===== src/rtl/boot_seq_pkg.sv =====
package boot_seq_pkg;

    // Image slots on the card are 256 KiB apart
    localparam int BLOCK_SHIFT = 18;

    typedef enum logic [2:0] {
        ST_IDLE,
        ST_PROG,
        ST_WAITI,
        ST_STREAM,
        ST_HOLD
    } seq_st_e;

    typedef struct packed {
        logic [7:0] sh;
        logic [3:0] cnt;
        logic       ph;
    } shift_regs_t;

endpackage


===== src/rtl/boot_addr_calc.sv =====
module boot_addr_calc
    import boot_seq_pkg::*;
#(
    parameter int SET_W        = 2,
    parameter int IDX_W        = 2,
    parameter int IMGS_PER_SET = 4,
    parameter int ADDR_W       = 32
) (
    input  logic [SET_W-1:0]  set_i,
    input  logic [IDX_W-1:0]  idx_i,
    output logic [ADDR_W-1:0] addr_o
);

    logic [ADDR_W-1:0] slot;

    always_comb begin
        slot   = ADDR_W'(set_i) * ADDR_W'(IMGS_PER_SET) + ADDR_W'(idx_i);
        addr_o = slot << BLOCK_SHIFT;
    end

endmodule


===== src/rtl/boot_bit_shifter.sv =====
module boot_bit_shifter
    import boot_seq_pkg::*;
(
    input  logic       clk,
    input  logic       rst_n,
    input  logic       load_i,
    input  logic [7:0] byte_i,
    input  logic       flush_i,
    output logic       ser_clk_o,
    output logic       ser_dat_o,
    output logic       empty_o,
    output logic       can_load_o
);

    shift_regs_t r_d, r_q;

    always_comb begin
        r_d = r_q;
        if (flush_i) begin
            r_d.cnt = 4'd0;
            r_d.ph  = 1'b0;
        end else if (load_i) begin
            r_d.sh  = byte_i;
            r_d.cnt = 4'd8;
            r_d.ph  = 1'b0;
        end else if (r_q.cnt != 4'd0) begin
            if (!r_q.ph) begin
                r_d.ph = 1'b1;
            end else begin
                r_d.ph  = 1'b0;
                r_d.cnt = r_q.cnt - 4'd1;
                r_d.sh  = {r_q.sh[6:0], 1'b0};
            end
        end
    end

    always_ff @(posedge clk or negedge rst_n) begin
        if (!rst_n) r_q <= '0;
        else        r_q <= r_d;
    end

    assign ser_clk_o  = r_q.ph;
    assign ser_dat_o  = (r_q.cnt != 4'd0) & r_q.sh[7];
    assign empty_o    = (r_q.cnt == 4'd0);
    assign can_load_o = (r_q.cnt == 4'd0) | ((r_q.cnt == 4'd1) & r_q.ph);

    AST_DAT_SETUP: assert property (@(posedge clk) disable iff (!rst_n)
        $rose(ser_clk_o) |-> $stable(ser_dat_o));

    AST_CLK_NEEDS_BITS: assert property (@(posedge clk) disable iff (!rst_n)
        ser_clk_o |-> !empty_o);

endmodule


===== src/rtl/fpga_boot_seq.sv =====
module fpga_boot_seq
    import boot_seq_pkg::*;
#(
    parameter int SET_W        = 2,
    parameter int IMGS_PER_SET = 4,
    parameter int ADDR_W       = 32,
    parameter int PROG_CYC     = 16
) (
    input  logic              clk,
    input  logic              rst_n,
    input  logic              card_present,
    input  logic [SET_W-1:0]  set_sel,
    input  logic              data_mode,
    input  logic              reconf_req,
    input  logic              dat_req,
    output logic              rd_start,
    output logic [ADDR_W-1:0] rd_addr,
    output logic              rd_stop,
    input  logic              byte_valid,
    input  logic [7:0]        byte_data,
    input  logic              byte_last,
    output logic              byte_ready,
    output logic              prog_n,
    input  logic              tgt_init,
    input  logic              tgt_done,
    output logic              ser_clk,
    output logic              ser_dat,
    output logic              boot_err
);

    localparam int IDX_W = (IMGS_PER_SET > 1) ? $clog2(IMGS_PER_SET) : 1;
    localparam int CNT_W = $clog2(PROG_CYC + 1);
    localparam logic [CNT_W-1:0] PROG_LOAD = CNT_W'(PROG_CYC - 1);
    localparam logic [IDX_W-1:0] IDX_MAX   = IDX_W'(IMGS_PER_SET - 1);

    typedef struct packed {
        seq_st_e           st;
        logic [CNT_W-1:0]  cnt;
        logic              card;
        logic [SET_W-1:0]  set;
        logic              dmode;
        logic [IDX_W-1:0]  idx;
        logic              start;
        logic              stop;
        logic [ADDR_W-1:0] addr;
        logic              err;
        logic              last;
    } seq_regs_t;

    seq_regs_t r_d, r_q;

    logic [ADDR_W-1:0] cur_addr;
    logic [IDX_W-1:0]  idx_next;
    logic streaming, cfg_done, cfg_fault, dat_end, leave;
    logic sh_load, sh_flush, sh_empty, sh_can_load;

    boot_addr_calc #(
        .SET_W(SET_W), .IDX_W(IDX_W), .IMGS_PER_SET(IMGS_PER_SET), .ADDR_W(ADDR_W)
    ) addr_i (
        .set_i (r_q.set),
        .idx_i (r_q.idx),
        .addr_o(cur_addr)
    );

    boot_bit_shifter shift_i (
        .clk       (clk),
        .rst_n     (rst_n),
        .load_i    (sh_load),
        .byte_i    (byte_data),
        .flush_i   (sh_flush),
        .ser_clk_o (ser_clk),
        .ser_dat_o (ser_dat),
        .empty_o   (sh_empty),
        .can_load_o(sh_can_load)
    );

    always_comb begin
        idx_next   = (r_q.idx == IDX_MAX) ? '0 : r_q.idx + 1'b1;
        streaming  = (r_q.st == ST_STREAM);
        cfg_done   = !r_q.dmode & tgt_done;
        cfg_fault  = !r_q.dmode & (!tgt_init | (r_q.last & sh_empty));
        dat_end    = r_q.dmode & !dat_req;
        leave      = streaming & (cfg_done | cfg_fault | dat_end);
        byte_ready = streaming & card_present & !leave & !r_q.last & sh_can_load;
        sh_load    = byte_ready & byte_valid;
        sh_flush   = leave | !card_present;
    end

    always_comb begin
        r_d       = r_q;
        r_d.start = 1'b0;
        r_d.stop  = 1'b0;
        r_d.card  = card_present;
        if (!card_present) begin
            r_d.st   = ST_IDLE;
            r_d.stop = streaming;
            r_d.last = 1'b0;
        end else if (!r_q.card) begin
            r_d.set   = set_sel;
            r_d.dmode = data_mode;
            r_d.idx   = '0;
            r_d.err   = 1'b0;
            r_d.last  = 1'b0;
            r_d.cnt   = PROG_LOAD;
            r_d.st    = data_mode ? ST_HOLD : ST_PROG;
        end else begin
            unique case (r_q.st)
                ST_PROG: begin
                    if (r_q.cnt == '0) r_d.st  = ST_WAITI;
                    else               r_d.cnt = r_q.cnt - 1'b1;
                end
                ST_WAITI: begin
                    if (tgt_init) begin
                        r_d.start = 1'b1;
                        r_d.addr  = cur_addr;
                        r_d.last  = 1'b0;
                        r_d.st    = ST_STREAM;
                    end
                end
                ST_STREAM: begin
                    if (leave) begin
                        r_d.st   = ST_HOLD;
                        r_d.stop = 1'b1;
                        if (cfg_fault && !tgt_done) r_d.err = 1'b1;
                        if (dat_end) r_d.idx = idx_next;
                    end else if (sh_load) begin
                        r_d.last = byte_last;
                    end
                end
                ST_HOLD: begin
                    if (r_q.dmode) begin
                        if (dat_req) begin
                            r_d.start = 1'b1;
                            r_d.addr  = cur_addr;
                            r_d.last  = 1'b0;
                            r_d.st    = ST_STREAM;
                        end
                    end else if (reconf_req) begin
                        r_d.idx = idx_next;
                        r_d.err = 1'b0;
                        r_d.cnt = PROG_LOAD;
                        r_d.st  = ST_PROG;
                    end
                end
                default: ;
            endcase
        end
    end

    always_ff @(posedge clk or negedge rst_n) begin
        if (!rst_n) r_q <= '0;
        else        r_q <= r_d;
    end

    assign prog_n   = (r_q.st != ST_PROG);
    assign rd_start = r_q.start;
    assign rd_addr  = r_q.addr;
    assign rd_stop  = r_q.stop;
    assign boot_err = r_q.err;

    AST_PROG_QUIET: assert property (@(posedge clk) disable iff (!rst_n)
        !prog_n |-> (!ser_clk && !byte_ready));
    AST_START_ONE: assert property (@(posedge clk) disable iff (!rst_n)
        rd_start |=> !rd_start);
    AST_ADDR_ALIGN: assert property (@(posedge clk) disable iff (!rst_n)
        rd_start |-> (rd_addr[BLOCK_SHIFT-1:0] == '0));
    AST_STOP_ONE: assert property (@(posedge clk) disable iff (!rst_n)
        rd_stop |=> !rd_stop);
    AST_ERR_WITH_STOP: assert property (@(posedge clk) disable iff (!rst_n)
        $rose(boot_err) |-> rd_stop);
    AST_DATA_NO_PROG: assert property (@(posedge clk) disable iff (!rst_n)
        r_q.dmode |-> prog_n);

endmodule


===== config.mk =====
export PLATFORM = sky130hd
export DESIGN_NAME = fpga_boot_seq
export DESIGN_NICKNAME = d
export VERILOG_FILES = /design/src/rtl/boot_seq_pkg.sv /design/src/rtl/boot_addr_calc.sv /design/src/rtl/boot_bit_shifter.sv /design/src/rtl/fpga_boot_seq.sv
export SDC_FILE = /design/constraint.sdc
export NUM_CORES = 1
export LEC_CHECK = 0
export BUFFER_PORTS_ARGS = -buffer_cell sky130_fd_sc_hd__buf_2
export CORE_ASPECT_RATIO = 1.25
export CORE_MARGIN = 5
export CORE_UTILIZATION = 30
export CTS_BUF_LIST = sky130_fd_sc_hd__clkbuf_4
export DETAILED_ROUTE_END_ITERATION = 12
export SLEW_MARGIN = 0
export SYNTH_ARGS = -nofsm -noshare
export SYNTH_HDL_FRONTEND = slang
export SYNTH_SLANG_ARGS = --single-unit
export TNS_END_PERCENT = 5

===== constraint.sdc =====
create_clock -name clk -period 2.7 [get_ports clk]
set_clock_uncertainty 0.15 [all_clocks]
set_input_delay 0.135 -clock clk [delete_from_list [all_inputs] [get_ports clk]]
set_output_delay 0.135 -clock clk [all_outputs]
set_load 0.005 [all_outputs]

; ---- Word-level counts from Yosys, hierarchy flattened
; Cells that the tools add are included.
[totals]
latch_bits = 0
out_inout_bits = 39
memories = 0
elab_cells = 142
in_bits = 20
ramBits = 0
regBits = 63
mem_bits_ro = 0
[classes]
muxes = 51
magnitude_cmp = 0
n_bitwise = 19
add_sub_neg = 4
reduce_logical = 25
div_mod_pow = 0
n_mul = 0
n_eq_ne = 29
n_shift = 0
[ops]
columns = cell, count
row1 = $mux 32, 3
row2 = $pmux 32 s2, 1
row3 = $mux 34, 1
row4 = $reduce_and 6->1, 5
row5 = $mux 13, 2
row6 = $mux 3, 7
row7 = $ne 4x4->1 const B, 5
row8 = $mux 1, 18
row9 = $mux 8, 2
row10 = $mux 5, 3
row11 = $mux 2, 7
row12 = $and 1x1->1, 12
row13 = $mux 12, 1
row14 = $pmux 3 s4, 1
row15 = $ne 5x5->1 const B, 2
row16 = $pmux 5 s2, 1
row17 = $ne 3x1->1 const B, 3
row18 = $ne 3x2->1 const B, 3
row19 = $ne 3x3->1 const B, 3
row20 = $ne 4x3->1 const B, 2
row21 = $logic_not 1->1, 7
row22 = $eq 3x2->1 const B, 2
row23 = $ne 2x2->1 const B, 3
row24 = $ne 6x2->1 const B, 1
row25 = 23 further kinds, 33

; ---- Depth between registers and ports, before layout
[depth]
ltp_word = 17
ltp_mapped = 8

; ---- By module
; Synthesis repeated with hierarchy kept, for this count alone.
[unflattened]
hier_cells = 313
area_unflattened_um2 = 3463.3
[modules_own_cells]
columns = module, area_per_inst_um2, n_inst, seq_area_each_um2, cells_per_inst
row1 = fpga_boot_seq, 2486.1, 1, 1251.2, 216
row2 = boot_bit_shifter, 733.2, 1, 325.3, 64
row3 = boot_addr_calc, 244.0, 1, 0.0, 33

; ---- Worst setup path after synthesis
; OpenSTA, ideal clock, no wires.
[synth_path]
path_kind = register to register
start = register shift_i.r_q[1] (netlist bit)
end = register shift_i.r_q[10] (netlist bit)
setup_time_ns = 0.121
path_stages_with_launch = 9
n_path_buf = 1
t_required_ns = 2.429
synth_period_minus_slack_ns = 2.070
arrival_ns = 1.799
setup_slack_ns = 0.630
cell_sequence = dfrtp_1 > inv_1 > ha_1 > or3b_2 > and2_1 > clkbuf_1 > nand2_1 > mux2i_1 > a22o_1
[synth_via]
elab_chain_cells = 14
word_cells_on_any_way = 22
[synth_rtl]
columns = item, line
row1 = "start, declared", boot_bit_shifter.sv:15  ; shift_regs_t r_d, r_q;
row2 = "start signal, assigned", boot_bit_shifter.sv:39  ; else r_q <= r_d;
row3 = $logic_not 4->1, "boot_bit_shifter.sv:44, boot_bit_shifter.sv:45"
row4 = $and 1x1->1, fpga_boot_seq.sv:81  ; cfg_fault = !r_q.dmode & (!tgt_init | (r_q.last & sh_empty));
row5 = $or 1x1->1, fpga_boot_seq.sv:81
row6 = $and 1x1->1, fpga_boot_seq.sv:81
row7 = $or 1x1->1 (2 in series), fpga_boot_seq.sv:83  ; leave = streaming & (cfg_done | cfg_fault | dat_end);
row8 = $and 1x1->1, fpga_boot_seq.sv:83
row9 = $logic_not 1->1, fpga_boot_seq.sv:84  ; byte_ready = streaming & card_present & !leave & !r_q.last & sh_can_load;
row10 = $and 1x1->1 (3 in series), fpga_boot_seq.sv:84
row11 = $and 1x1->1, fpga_boot_seq.sv:85  ; sh_load = byte_ready & byte_valid;
row12 = $reduce_bool 2->1 (no source line), --
row13 = $reduce_and 3->1 (no source line), --
; Parallel ways exist; a longest one is shown, timed or not.
; A chain may end at the register's enable or synchronous reset.

; ---- Worst setup path in the final report
[layout_path]
start = register r_q[42] (netlist bit)
end = register r_q[47] (netlist bit)
[layout_via]
elab_chain_cells = 3
[layout_rtl]
columns = item, line
row1 = "start, declared", fpga_boot_seq.sv:50  ; seq_regs_t r_d, r_q;
row2 = "start signal, assigned", fpga_boot_seq.sv:152  ; else r_q <= r_d;
row3 = $logic_not 5->1, fpga_boot_seq.sv:109  ; if (r_q.cnt == '0) r_d.st = ST_WAITI;
row4 = $ne 4x4->1 (no source line), --
row5 = $reduce_and 6->1 (no source line), --
; No other way between the ends.

==> impl_metrics.csv <==
group,metric,value,unit
status,outcome,"finished, final reports clean",
route,drc_errors,0,
final_layout,finished_core_util,33.7,%
grt,grt_overflow_total,0,
setup_path,critical_path_required,2.82,ns
clock_tree,post_cts_resize_count,0,
floorplanning,die-height,104,µm
sta,unrepaired_setup_endpoints_after_global_routing,"false",
grt,global_route.usage.met2,15.6,%
synth,syn_area,2110,µm²
route,route.detailed.wl_per_inst,12.2,µm
run,cap_violations,0,
grt,grt_antenna_before_repair,0,
setup_path,critical_path_class,"flop to flop",
synth,synth_seq_area_share,41.4,%
final_layout,mostFrequentLayoutCells,"35 x sky130_fd_sc_hd__dfrtp_1, 30 x sky130_fd_sc_hd__buf_2, 28 x sky130_fd_sc_hd__conb_1",
route,drt_pre_antenna_iters,4,
floorplanning,rows,34,
floorplanning,io-pin-count,59,
floorplanning,initial_core_util,30.5,%
setup_path,critPathSlowestCell,"sky130_fd_sc_hd__or3b_2",
route,via_per_inst,4.46,
synth,synth-seq-cells,35,
setup_path,reg2regPathDepth,7,
synth,ys_dominant_reg_cell,"sky130_fd_sc_hd__dfrtp_1",
setup_path,path_common_cell,"sky130_fd_sc_hd__inv_1",
grt,global_route.peak_usage_layer,"met2",
clock_tree,worst_setup_hold_path_clk_slew,0.11,ns
power_and_ir_drop,power.density_cell_area,542,nW/µm²
sta,slew_headroom,48.4,%
route,detailedRoute.firstIterationViolations,50,
final_layout,n_antenna_cell,0,
clock_tree,cts-buffers-inserted,5,
sta,max_freq,0.433,GHz
route,totalWireLength,4.17,mm
floorplanning,core_area,6930,µm²
place,buffer_ports.inserted,30,
clock_tree,tritoncts,"yes",
sta,finalCriticalPeriod,2.31,ns
grt,grt_first_pass_wirelength,7.09,mm
floorplanning,floorplan.die_area,8840,µm²
final_layout,layout.area.seq,876,µm²
setup_path,crit_arrival,2.43,ns
synth,synth.avg_cell_area,9.79,µm²
synth,synth_enable_flop_cells,0,
min_path,hold_path_class,"primary input to flop",
synth,yosys_warn_count,0,
place,placed_cells_incl_taps,326,
final_layout,layout-area-overhead-vs-synth,10.6,%
min_path,hold_depth,4,
place,dpl.hpwl,3.16,mm
setup_path,crit_path_max_fo,4,
final_layout,drive_gt1_share,23.9,%
synth,post_synth_inst_count,216,
clock_tree,max-clock-path-buffers,2,
setup_path,crit_path_end_kind,"flop",
sta,final_min_period_over_clock_period,85.6,%
final_layout,area_used_by_multi_input_combinational_logic,1010,µm²
setup_path,cp_cell_sequence,"inv_1, ha_1, or3b_2, o21ai_0, inv_1, o21bai_1, mux2i_1",
grt,grt.met1_usage,12.9,%
setup_path,cp_slowest_stage_delay,0.46,ns
final_layout,nets_finish,274,
route,drt_antenna_net_count,0,
power_and_ir_drop,power.total,1.27,mW
grt,largest_net_degree_at_the_start_of_global_routing,36,
final_layout,final.fill_count,721,
clock_tree,clock_insertion_delay_worst_skew,0.33,ns
synth,netlist-cell-type-count,49,
power_and_ir_drop,ir_worst_vdd,0.000184,V
sta,hold_viol,0,
grt,global_route.usage.total,9.81,%
final_layout,final_common_cell,"sky130_fd_sc_hd__dfrtp_1",
sta,totalNegativeSetupSlack,0,ns
clock_tree,cts_htree_levels,2,
final_layout,final_cell_area,2340,µm²
power_and_ir_drop,leakage,1.19,nW
sta,final_setup_vio_count,0,
route,num_vias,1522,
clock_tree,tritoncts_num_sinks,35,
grt,met3_usage_grt,2.38,%
grt,vias_in_the_first_global_route,1493,
clock_tree,ctsRootBufferMaster,"sky130_fd_sc_hd__clkbuf_4",
sta,tightestPinTransition,0.774,ns
setup_path,setup.worst_path.start_class,"flop",
final_layout,instances_no_fill,341,
synth,postSynth.asyncResetShare,100,%
place,routabilityCongestion,0.826,
place,detailed_place.area,2210,µm²
sta,slew_violations,0,
floorplanning,chipWidth,85.1,µm
==> synthesized netlist by cell type (2+ instances only) <==
cell                        n  share of area (%)
sky130_fd_sc_hd__dfrtp_1   35                 41
sky130_fd_sc_hd__buf_4     33                 12
sky130_fd_sc_hd__nand2_1   18                3.2
sky130_fd_sc_hd__inv_1     15                2.7
sky130_fd_sc_hd__a21oi_1   11                2.6
sky130_fd_sc_hd__nor2_1    11                2.0
sky130_fd_sc_hd__mux2i_1   10                4.7
sky130_fd_sc_hd__a22o_1     8                3.3
sky130_fd_sc_hd__mux2_2     7                3.7
sky130_fd_sc_hd__o21ai_0    5                1.2
sky130_fd_sc_hd__a31oi_1    4                1.2
sky130_fd_sc_hd__ha_1       4                2.4
sky130_fd_sc_hd__nor3_1     4               0.95
sky130_fd_sc_hd__clkbuf_1   3               0.53
sky130_fd_sc_hd__xor2_1     3                1.2
sky130_fd_sc_hd__a21boi_0   2               0.71
sky130_fd_sc_hd__a31oi_2    2                1.2
sky130_fd_sc_hd__and2_1     2               0.59
sky130_fd_sc_hd__and3_1     2               0.59
sky130_fd_sc_hd__nand2b_1   2               0.59
sky130_fd_sc_hd__nand3_1    2               0.47
sky130_fd_sc_hd__nor2b_1    2               0.59
sky130_fd_sc_hd__nor3b_1    2               0.71
sky130_fd_sc_hd__o21ai_2    2               0.83
sky130_fd_sc_hd__or2_2      2               0.59
sky130_fd_sc_hd__or3b_2     2               0.83
==> per-stage QoR <==
stage,worst slack [ns],hold WS [ns]
final,0.389,0.0361
after global routing,0.138,0.0479
after CTS,0.392,0.0168
after detailed placement,0.424,0.119
after global placement,0.438,0.114
after floorplan,0.630,-0.311
==> flip-flops by register name (all words and copies together) (netlist names) <==
register,cells
shift_i.ser_clk_o,1
boot_err,1
rd_addr,4
r_q,15
rd_start,1
rd_stop,1
shift_i.r_q,12
==> cell type report <==
cell class / count / area share [%]
multi-input cells: 155 / 43.1
flip-flops and latches: 35 / 37.5
repair buffers: 38 / 9.74
well taps: 90 / 4.82
inverters: 15 / 2.41
clock buffers: 6 / 1.93
clock inverters: 2 / 0.535
==> worst paths after layout <==
path                               from               to  slack (ns)
max in group asynchronous         rst_n   shift_i.r_q[3]        1.65
min                        byte_data[6]  shift_i.r_q[11]        0.04
max                             r_q[42]          r_q[47]        0.39
max reg2reg                     r_q[42]          r_q[47]        0.39
min in group asynchronous         rst_n          r_q[45]        0.25
min reg2reg                     r_q[45]          r_q[45]        0.34
==> cell families after synthesis <==
family                     share of synthesized area (%)
adders and majority gates                           2.37
buffers and inverters                               15.7
muxes                                               9.17
DFF                                                 41.4
and+or+nand+nor                                     15.3
AOI/OAI and AO/OA                                   14.2
other                                              0.177
xor gates and xnor gates                            1.66
==> layer usage <==
layer	part of all wire (%)	up-vias
met5	0	-
met4	1.1	0
met3	6.1	5
met2	47	47
met1	46	715
li1	-	755
==> worst max-delay path, delay by kind of cell (launching register included) <==
family | cells | cell delay (ns)
AO/OA/AOI/OAI | 2 | 0.66
AND/OR/NAND/NOR | 1 | 0.46
flip-flops | 1 | 0.43
multiplexers | 1 | 0.21
adder cells (fa/ha/maj) | 1 | 0.17
buffers and inverters | 2 | 0.16
==> power breakdown <==
part           internal (mW)  leakage, nW  switching, mW
clock                  0.111       0.0317          0.181
combinational          0.155        0.721          0.120
sequential             0.627        0.437         0.0738
total                  0.893         1.19          0.375
==> repair_timing <==
action / CTS / global route
hold buffers: 7 / 0
setup buffers: 0 / 0
hold endpoints to repair: 43 / 0
No activity file was read; power rests on OpenSTA's default activity.
